[src/rtl/dpwm_pkg.sv]
package dpwm_pkg;
  localparam int FRAC_W   = 5;
  localparam int FRAC_SUM = FRAC_W + 1;
  typedef logic [FRAC_W-1:0] frac_t;
endpackage

[src/rtl/dpwm_counter.sv]
module dpwm_counter #(
  parameter int CNT_W = 16
) (
  input  logic             clk,
  input  logic             rst_n,
  input  logic             en,
  input  logic [CNT_W-1:0] cnt_init,
  input  logic [CNT_W-1:0] cnt_mod,
  output logic [CNT_W-1:0] cnt_q,
  output logic             wrap,
  output logic             period_stb
);
  logic [CNT_W-1:0] cnt_d;
  logic             stb_d;

  always_comb begin
    wrap  = en && (cnt_q == cnt_mod);
    stb_d = wrap;
    if (!en || wrap) begin
      cnt_d = cnt_init;
    end else begin
      cnt_d = cnt_q + {{(CNT_W-1){1'b0}}, 1'b1};
    end
  end

  always_ff @(posedge clk or negedge rst_n) begin
    if (!rst_n) begin
      cnt_q      <= '0;
      period_stb <= 1'b0;
    end else begin
      cnt_q      <= cnt_d;
      period_stb <= stb_d;
    end
  end
endmodule

[src/rtl/dpwm_frac_acc.sv]
module dpwm_frac_acc
  import dpwm_pkg::*;
(
  input  logic  clk,
  input  logic  rst_n,
  input  logic  en,
  input  logic  wrap,
  input  frac_t frac,
  output frac_t acc_q,
  output logic  ovf_q
);
  logic [FRAC_SUM-1:0] sum;
  frac_t               acc_d;
  logic                ovf_d;
  logic                upd;

  always_comb begin
    sum   = {1'b0, acc_q} + {1'b0, frac};
    upd   = !en || wrap;
    acc_d = acc_q;
    ovf_d = ovf_q;
    if (!en) begin
      acc_d = '0;
      ovf_d = 1'b0;
    end else if (wrap) begin
      acc_d = sum[FRAC_W-1:0];
      ovf_d = sum[FRAC_W];
    end
  end

  always_ff @(posedge clk or negedge rst_n) begin
    if (!rst_n) begin
      acc_q <= '0;
      ovf_q <= 1'b0;
    end else if (upd) begin
      acc_q <= acc_d;
      ovf_q <= ovf_d;
    end
  end
endmodule

[src/rtl/dpwm_edge_gen.sv]
module dpwm_edge_gen #(
  parameter int CNT_W = 16
) (
  input  logic             clk,
  input  logic             rst_n,
  input  logic             en,
  input  logic [CNT_W-1:0] cnt_q,
  input  logic [CNT_W-1:0] match_a,
  input  logic [CNT_W-1:0] match_b,
  input  logic             ovf_a,
  input  logic             ovf_b,
  input  logic             pol,
  output logic             pwm_out
);
  localparam int EW = CNT_W + 1;

  logic [EW-1:0] edge_a;
  logic [EW-1:0] edge_b;
  logic [EW-1:0] cnt_x;
  logic          active_d;
  logic          active_q;

  always_comb begin
    edge_a   = {1'b0, match_a} + {{CNT_W{1'b0}}, ovf_a};
    edge_b   = {1'b0, match_b} + {{CNT_W{1'b0}}, ovf_b};
    cnt_x    = {1'b0, cnt_q};
    active_d = en && (cnt_x >= edge_a) && (cnt_x < edge_b);
  end

  always_ff @(posedge clk or negedge rst_n) begin
    if (!rst_n) begin
      active_q <= 1'b0;
    end else begin
      active_q <= active_d;
    end
  end

  assign pwm_out = active_q ^ pol;
endmodule

[src/rtl/dpwm_pair.sv]
module dpwm_pair
  import dpwm_pkg::*;
#(
  parameter int CNT_W    = 16,
  parameter bit DITHER_B = 1'b1
) (
  input  logic              clk,
  input  logic              rst_n,
  input  logic              en,
  input  logic [CNT_W-1:0]  cnt_init,
  input  logic [CNT_W-1:0]  cnt_mod,
  input  logic [CNT_W-1:0]  match_a,
  input  logic [CNT_W-1:0]  match_b,
  input  logic [FRAC_W-1:0] frac_a,
  input  logic [FRAC_W-1:0] frac_b,
  input  logic              pol,
  output logic              pwm_out,
  output logic              period_stb
);
  logic [CNT_W-1:0] cnt_q;
  logic             wrap;
  frac_t            acc_a;
  frac_t            acc_b;
  logic             ovf_a;
  logic             ovf_b;

  dpwm_counter #(.CNT_W(CNT_W)) u_cnt (
    .clk        (clk),
    .rst_n      (rst_n),
    .en         (en),
    .cnt_init   (cnt_init),
    .cnt_mod    (cnt_mod),
    .cnt_q      (cnt_q),
    .wrap       (wrap),
    .period_stb (period_stb)
  );

  dpwm_frac_acc u_acc_a (
    .clk   (clk),
    .rst_n (rst_n),
    .en    (en),
    .wrap  (wrap),
    .frac  (frac_a),
    .acc_q (acc_a),
    .ovf_q (ovf_a)
  );

  generate
    if (DITHER_B) begin : g_dither_b
      dpwm_frac_acc u_acc_b (
        .clk   (clk),
        .rst_n (rst_n),
        .en    (en),
        .wrap  (wrap),
        .frac  (frac_b),
        .acc_q (acc_b),
        .ovf_q (ovf_b)
      );
    end else begin : g_fixed_b
      assign acc_b = '0;
      assign ovf_b = 1'b0;
    end
  endgenerate

  dpwm_edge_gen #(.CNT_W(CNT_W)) u_edge (
    .clk     (clk),
    .rst_n   (rst_n),
    .en      (en),
    .cnt_q   (cnt_q),
    .match_a (match_a),
    .match_b (match_b),
    .ovf_a   (ovf_a),
    .ovf_b   (ovf_b),
    .pol     (pol),
    .pwm_out (pwm_out)
  );
endmodule

[config.mk]
export PLATFORM = sky130hd
export DESIGN_NAME = dpwm_pair
export DESIGN_NICKNAME = d
export VERILOG_FILES = /design/src/rtl/dpwm_pkg.sv /design/src/rtl/dpwm_counter.sv /design/src/rtl/dpwm_frac_acc.sv /design/src/rtl/dpwm_edge_gen.sv /design/src/rtl/dpwm_pair.sv
export SDC_FILE = /design/constraint.sdc
export NUM_CORES = 1
export LEC_CHECK = 0
export BUFFER_PORTS_ARGS = -buffer_cell sky130_fd_sc_hd__buf_2
export CAP_MARGIN = 25
export CORE_AREA = 5 5 77 86
export CTS_CLUSTER_DIAMETER = 100
export DETAILED_ROUTE_END_ITERATION = 8
export DIE_AREA = 0 0 82 91
export GPL_TIMING_DRIVEN = 0
export PLACE_DENSITY = 0.85
export SLEW_MARGIN = 40
export SYNTH_ARGS = -nofsm -noshare
export SYNTH_HDL_FRONTEND = slang
export SYNTH_HIERARCHICAL = 1
export SYNTH_SLANG_ARGS = --single-unit
[constraint.sdc]
create_clock -name clk -period 6.19 [get_ports clk]
set_input_delay 0.619 -clock clk [delete_from_list [all_inputs] [get_ports clk]]
set_output_delay 0.619 -clock clk [all_outputs]
set_load 0.02 [all_outputs]
==> results_dict.tcl, run 1 <==
set metrics [dict create \
    outcome "completed" \
    fin_nets 577 \
    r2r_cells 13 \
    syn2layout_area_growth_pct 18.2 \
    yosys.cell_count.top_type "ha_1" \
    yosysSeqAreaShare 0.234 \
    drt_first_iter_violations 123 \
    synthArstFlopShare 1.00 \
    pin_count 80 \
    detail-route-antenna-nets 0 \
    tightest_slew_ps 701 \
    cts_root_buf "clkbuf_8" \
    grt_setup_unrepaired "false" \
    clock_latency_ps 290 \
    post-route-period-util 0.496 \
    cts-htree-levels 2 \
    num_rows 29 \
    r2r-start "g_dither_b.u_acc_b/ovf_q$_DFFE_PN0P_" \
    overflow 0 \
    grt_usage 0.218 \
    finalWirelength_mm 7.88 \
    cts_sinks 30 \
    worstPathRequired_ps 6410 \
    finalClockSkew_ps 6.83 \
    cts_tree "yes" \
    drive_gt1_frac 0.222 \
    r2r_slack_ps 3160 \
    grt_max_degree 31 \
    hpwl_mm 6.42 \
    p_leak_nw 1.77 \
    cts_resized 0 \
    die_h_um 91 \
    synthFlopType "dfrtp_1" \
    r2r-end "u_edge/active_q$_DFF_PN0_" \
    power_density_mw_per_mm2 149 \
    viasPerCell 5.68 \
    critPathMaxFanout 4 \
    yosysTopAreaCell "dfrtp_1" \
    fin_ws_ps 3120 \
    first_global_vias 2987 \
    synthTopCellsByArea "dfrtp_1, ha_1, xnor2_1" \
    ys_types 46 \
    finalHoldViolCount 0 \
    crit_type "input port to register" \
    drt_first_pass_iters 5 \
    relSlewSlack 0.533 \
    post_drt_wl_per_cell_um 14.9 \
    grt_pass1_wl_mm 12.9 \
    worst_ep_arrival_time_ps 3290 \
    die_area_mm2 0.00746 \
    ctsHoldBuffers 0 \
    clkTransAtPathRegs_ps 60 \
    yosys_register_bits 30 \
    ir_drop_mv 0.0979 \
    fin_tns_setup_ps 0 \
    startpoint_type "input port" \
    setup_viol 0 \
    synth_nets 491 \
    synth_top_area_frac 0.234 \
    yosysWarnings 6 \
    place_ws_ps 2850 \
    slew_viol_final 0 \
    synth_commonest_cells "ha_1, nand2_1, xnor2_1" \
    cts_max_path_buffers 2 \
    post-cts-setup-buffers 0 \
    holdCritPathClass "input port to asynchronous set/reset pin" \
    route.detailed.drc 0 \
    synth_edf_count 0 \
    n_antenna_cell 0 \
    synthCells 364 \
    min_period_ps 3070 \
    postSynthAreaPerCell_um2 8.82 \
    end_kind "register" \
    numCtsBuffers 5 \
    core-area_mm2 0.00566 \
    portBuffers 79 \
    antenna_found_initial 0 \
    num_vias 3001 \
    max_freq_mhz 326 \
    synth_area_mm2 0.00321 \
    place_congestion 0.844 \
    initial_core_util 0.567 \
    drv_cap 0 \
    die_w_um 82 \
]
==> logic make-up (layout without fill, tap and decap cells) <==
logic type,Yosys count,after routing,synth area share
simple gates,134,134,0.221
compound gates,67,67,0.139
xor+xnor,61,61,0.166
fa+ha+maj,49,49,0.196
flops,30,30,0.234
buf+inv,18,105,0.0284
mux,5,5,0.0160
==> worst max path at each step <==
stage | startpoint | depth (start not counted) | end | slack (ps)
2_1_floorplan | match_b[0] | 13 | u_edge/active_q$_DFF_PN0_ | 3230
4_1_cts | match_b[0] | 14 | u_edge/active_q$_DFF_PN0_ | 3150
3_3_place_gp | match_b[0] | 14 | u_edge/active_q$_DFF_PN0_ | 2920
6_report | match_b[0] | 14 | u_edge/active_q$_DFF_PN0_ | 3120
5_1_grt | match_b[0] | 14 | u_edge/active_q$_DFF_PN0_ | 2960
3_5_place_dp | match_b[0] | 14 | u_edge/active_q$_DFF_PN0_ | 2850
==> power by group <==
group	total (mW)	internal [mW]	leakage, nW	switching (mW)
combinational	0.165	0.0823	1.33	0.0824
sequential	0.235	0.208	0.389	0.0273
clock	0.166	0.0896	0.0482	0.0766
==> final cells by class <==
cell class	instances	area, um2
clock buffer	7	86.3
buffer	5	42.5
timing repair buffer	79	395
inverter	13	48.8
sequential	30	751
clock inverter	1	5.00
tap	77	96.3
multi-input combinational	316	2370
fill	496	1870
==> worst max-delay path, stage by stage <==
cell and delay [ps]:
buf_2 80, ha_1 190, ha_1 250, nand2_1 90
nor2_1 260, and3_1 240, nand3_1 100, xor2_1 150
ha_1 300, a21oi_1 160, a21oi_1 70, or4b_1 460
o211ai_1 120, o211a_1 190
==> metrics by stage <==
step	cell area (um2)	hold WS [ps]	power, mW	instances	utilization
6_report	3790	377	0.566	528	0.670
4_1_cts	3790	393	0.571	528	0.670
3_5_place_dp	3700	496	0.403	520	0.654
5_1_grt	3790	417	0.606	528	0.670
3_3_place_gp	3700	476	0.394	520	0.654
2_1_floorplan	3210	323	0.332	364	-
==> registers in the layout, summed over array words and instances (netlist names) <==
signal                    cells
u_cnt/period_stb              1
u_acc_a/ovf_q                 1
u_cnt/cnt_q                  16
g_dither_b.u_acc_b/ovf_q      1
u_edge/active_q               1
g_dither_b.u_acc_b/acc_q      5
u_acc_a/acc_q                 5
==> cell usage in the layout (no fill, tap or decap), types with 6 or more instances in the layout <==
cell type,Yosys,routed
buf_2,0,79
ha_1,47,47
nand2_1,44,44
xnor2_1,32,32
dfrtp_1,30,30
xor2_1,29,29
nand3_1,22,22
o21ai_0,20,20
a21oi_1,19,19
nor2_1,15,15
inv_1,13,13
nand4_1,13,13
and3_1,11,11
clkbuf_8,0,6
and4_1,6,6
==> layer usage <==
| metal | vias up | global-route usage | share of wire |
|---|---|---|---|
| li1 | 1484 | - | - |
| met1 | 1416 | 0.250 | 0.40 |
| met2 | 91 | 0.396 | 0.52 |
| met3 | 10 | 0.0574 | 0.073 |
| met4 | 0 | 0.0471 | 0.012 |
| met5 | - | 0 | 0 |
(Power assumes the default switching activity.)
==> run 2: changes to the inputs <==
--- a/config.mk
+++ b/config.mk
@@ -5,14 +5,15 @@
 export SDC_FILE = /design/constraint.sdc
 export NUM_CORES = 1
 export LEC_CHECK = 0
+export ABC_AREA = 1
 export BUFFER_PORTS_ARGS = -buffer_cell sky130_fd_sc_hd__buf_2
 export CAP_MARGIN = 25
-export CORE_AREA = 5 5 77 86
+export CORE_AREA = 5 5 87 97
 export CTS_CLUSTER_DIAMETER = 100
 export DETAILED_ROUTE_END_ITERATION = 8
-export DIE_AREA = 0 0 82 91
+export DIE_AREA = 0 0 92 102
 export GPL_TIMING_DRIVEN = 0
-export PLACE_DENSITY = 0.85
+export PLACE_DENSITY = 0.77
 export SLEW_MARGIN = 40
 export SYNTH_ARGS = -nofsm -noshare
 export SYNTH_HDL_FRONTEND = slang
==> constraint.sdc (replaced) <==
create_clock -name clk -period 2.8 [get_ports clk]
set_input_delay 0.28 -clock clk [delete_from_list [all_inputs] [get_ports clk]]
set_output_delay 0.28 -clock clk [all_outputs]
set_load 0.02 [all_outputs]
==> run 2 against run 1 <==
Sequential power rose by 120%. Critical path depth rose by 3. Global-route usage fell by 0.91 points. Core utilization fell by 9.2 points. Critical path type is now register to register. Critical endpoint unchanged. Largest power group unchanged.
==> results_dict.tcl, run 2 <==
set metrics [dict create \
    internal-power_mw 0.836 \
    synthMuxAreaShare 0 \
    antenna_found_initial 0 \
    cpMostUsedCell "nand2_1" \
    max_freq_mhz 394 \
    outcome "completed" \
    synth_compound_area_frac 0.0479 \
    first_global_vias 3838 \
    cts_tree "yes" \
    drt_first_pass_iters 4 \
    finalWirelength_mm 9.44 \
    setup_viol 0 \
    cts_root_buf "clkbuf_8" \
    power_switching_mw 0.469 \
    swShare 0.359 \
    tightest_slew_ps 674 \
    ir_drop_mv 0.375 \
    end_kind "register" \
    worst_path_max_delay_cell "dfrtp_1" \
    yosysTopAreaCell "nand2_1" \
    grt_usage 0.209 \
    drv_cap 0 \
    die_h_um 102 \
    finalHoldViolCount 0 \
    synth_area_mm2 0.00366 \
    worst_ep_arrival_time_ps 2710 \
    cts_sinks 30 \
    num_rows 33 \
    layout_commonest_cell "nand2_1" \
    post-route-period-util 0.907 \
    numCtsBuffers 5 \
    min_period_ps 2540 \
    fill_cells 716 \
    placed_cell_area_mm2 0.00416 \
    top_register "u_cnt/cnt_q" \
    die_w_um 92 \
    synth_commonest_cells "nand2_1, inv_1, nor2_1" \
    place_congestion 0.951 \
    pin_count 80 \
    synth_xor_area_frac 0.0814 \
    cts-htree-levels 2 \
    initial_core_util 0.498 \
    detail-route-antenna-nets 0 \
    p_leak_nw 2.49 \
    finalPower_mw 1.30 \
    ys_types 30 \
    slew_viol_final 0 \
    fin_tns_setup_ps 0 \
    syn2layout_area_growth_pct 16.3 \
    final_area_mm2 0.00425 \
    grt_max_degree 31 \
    synth_nets 711 \
    clock_latency_ps 280 \
    yosys.cell_count.top_type "nand2_1" \
    synth-simple-area-share 0.399 \
    portBuffers 79 \
    final_cell_mix "nand2_1, inv_1, buf_2" \
    fin_nets 797 \
    grt_pass1_wl_mm 16.0 \
    clkTransAtPathRegs_ps 70 \
    critPathMaxFanout 3 \
    holdCritPathClass "input port to asynchronous set/reset pin" \
    synthFlopType "dfrtp_1" \
    yosysSeqAreaShare 0.205 \
    overflow 0 \
    post-cts-setup-buffers 0 \
    cpPeakStageDelay_ps 430 \
    crit_chain "ha_1 > ha_1 > nand2_1 > nor2_1 > nand3_1 > xor2_1 > ha_1 > nand2_1 > inv_1 > nand2_1 > nand2_1 > nand2_1 > nand2_1 > o21ai_0 > nand2_1 > nand2_1 > nor2_1" \
    synth_fa_ha_area_frac 0.172 \
    reg_top3 "u_cnt/cnt_q (16), g_dither_b.u_acc_b/acc_q (5), u_acc_a/acc_q (5)" \
    yosys_register_bits 30 \
    viasPerCell 5.06 \
    worstPathRequired_ps 2970 \
    pwr-share-clk 0.283 \
    synth_top_area_frac 0.222 \
    num_vias 3835 \
    post_drt_wl_per_cell_um 12.5 \
    cts_resized 0 \
    yosysWarnings 6 \
    synth_edf_count 0 \
    power_density_mw_per_mm2 307 \
    postSynthAreaPerCell_um2 6.26 \
    crit_type "register to register" \
    synthCells 584 \
    p_seq_frac 0.389 \
    ctsHoldBuffers 0 \
    comb_power_share 0.328 \
    startpoint_type "register" \
    drt_first_iter_violations 163 \
    hpwl_mm 8.01 \
    r2r_slack_ps 260 \
    drive_gt1_frac 0.161 \
    relSlewSlack 0.550 \
    finalClockSkew_ps 2.79 \
    synthArstFlopShare 1.00 \
    route.detailed.drc 0 \
    synthTopCellsByArea "nand2_1, dfrtp_1, ha_1" \
    synth_top_family_by_area "simple AND/OR/NAND/NOR gates" \
    cts_max_path_buffers 2 \
    n_antenna_cell 0 \
    core-area_mm2 0.00735 \
    largest_reg_flops 16 \
    grt_setup_unrepaired "false" \
    die_area_mm2 0.00938 \
]
==> run 2: cell types whose count changed after synthesis, moves of 9 or more <==
cell / previous run / this run
o21ai_0: 20 / 8
nor2_1: 15 / 59
and3_1: 11 / 0
nand4_1: 13 / 4
nand2_1: 44 / 216
xnor2_1: 32 / 8
inv_1: 13 / 80
nand3_1: 22 / 47
==> run 2: metrics by stage <==
stage,cells,util,hold slack (ps),setup WS (ps)
after floorplan,584,-,-15.6,657
after global placement,750,0.566,362,339
after detailed placement,750,0.566,364,247
after CTS,758,0.579,57.6,233
after global routing,758,0.579,83.5,14.2
final,758,0.579,27.5,261
==> run 2: cell type report <==
cell class | count | area, um2 | area share
multi-input combinational | 464 | 2560 | 0.602
sequential | 30 | 751 | 0.176
timing repair buffer | 79 | 395 | 0.0929
inverter | 86 | 323 | 0.0759
tap | 87 | 109 | 0.0256
clock buffer | 7 | 86.3 | 0.0203
buffer | 4 | 23.8 | 0.00559
clock inverter | 1 | 5.00 | 0.00118
==> run 2: worst paths after layout <==
check | start | to | cells past startpoint
worst max register to register | u_acc_a/ovf_q$_DFFE_PN0P_ | u_edge/active_q$_DFF_PN0_ | 17
worst min register to register | g_dither_b.u_acc_b/acc_q[4]$_DFFE_PN0P_ | g_dither_b.u_acc_b/acc_q[4]$_DFFE_PN0P_ | 2
max in group asynchronous | rst_n | g_dither_b.u_acc_b/acc_q[4]$_DFFE_PN0P_ | 1
min in group clk | cnt_init[13] | u_cnt/cnt_q[13]$_DFF_PN0_ | 3
worst max-delay path | u_acc_a/ovf_q$_DFFE_PN0P_ | u_edge/active_q$_DFF_PN0_ | 17
worst min-delay path | rst_n | u_acc_a/acc_q[0]$_DFFE_PN0P_ | 1
==> run 2: critical path, delay by kind of cell (launching register included) <==
| kind | cells | cell delay, ps |
|---|---|---|
| DFF | 1 | 430 |
| adders and majority gates | 3 | 750 |
| AOI/OAI and AO/OA | 1 | 140 |
| and+or+nand+nor | 11 | 900 |
| buffers and inverters | 1 | 50 |
| xor gates and xnor gates | 1 | 180 |
==> run 2: power groups by stage <==
stage | registers, mW | clock network, mW | logic (mW)
2_1_floorplan | 0.498 | 0 | 0.283
3_3_place_gp | 0.514 | 0 | 0.407
3_5_place_dp | 0.516 | 0 | 0.426
4_1_cts | 0.507 | 0.382 | 0.429
5_1_grt | 0.513 | 0.398 | 0.501
6_report | 0.507 | 0.369 | 0.428
==> run 2: cells by family after synthesis <==
family	Yosys count
buf+inv	90
simple gates	349
flops	30
fa+ha+maj	49
compound gates	32
xor+xnor	34
==> run 2: per-layer routing <==
metal | wire [um] | up-vias | track usage | part of all wire
met4 | 223 | 0 | 0.0686 | 0.024
met1 | 3930 | 1722 | 0.238 | 0.42
met2 | 4820 | 96 | 0.401 | 0.51
li1 | - | 1999 | - | -
met5 | 0 | - | 0 | 0
met3 | 469 | 18 | 0.0287 | 0.050
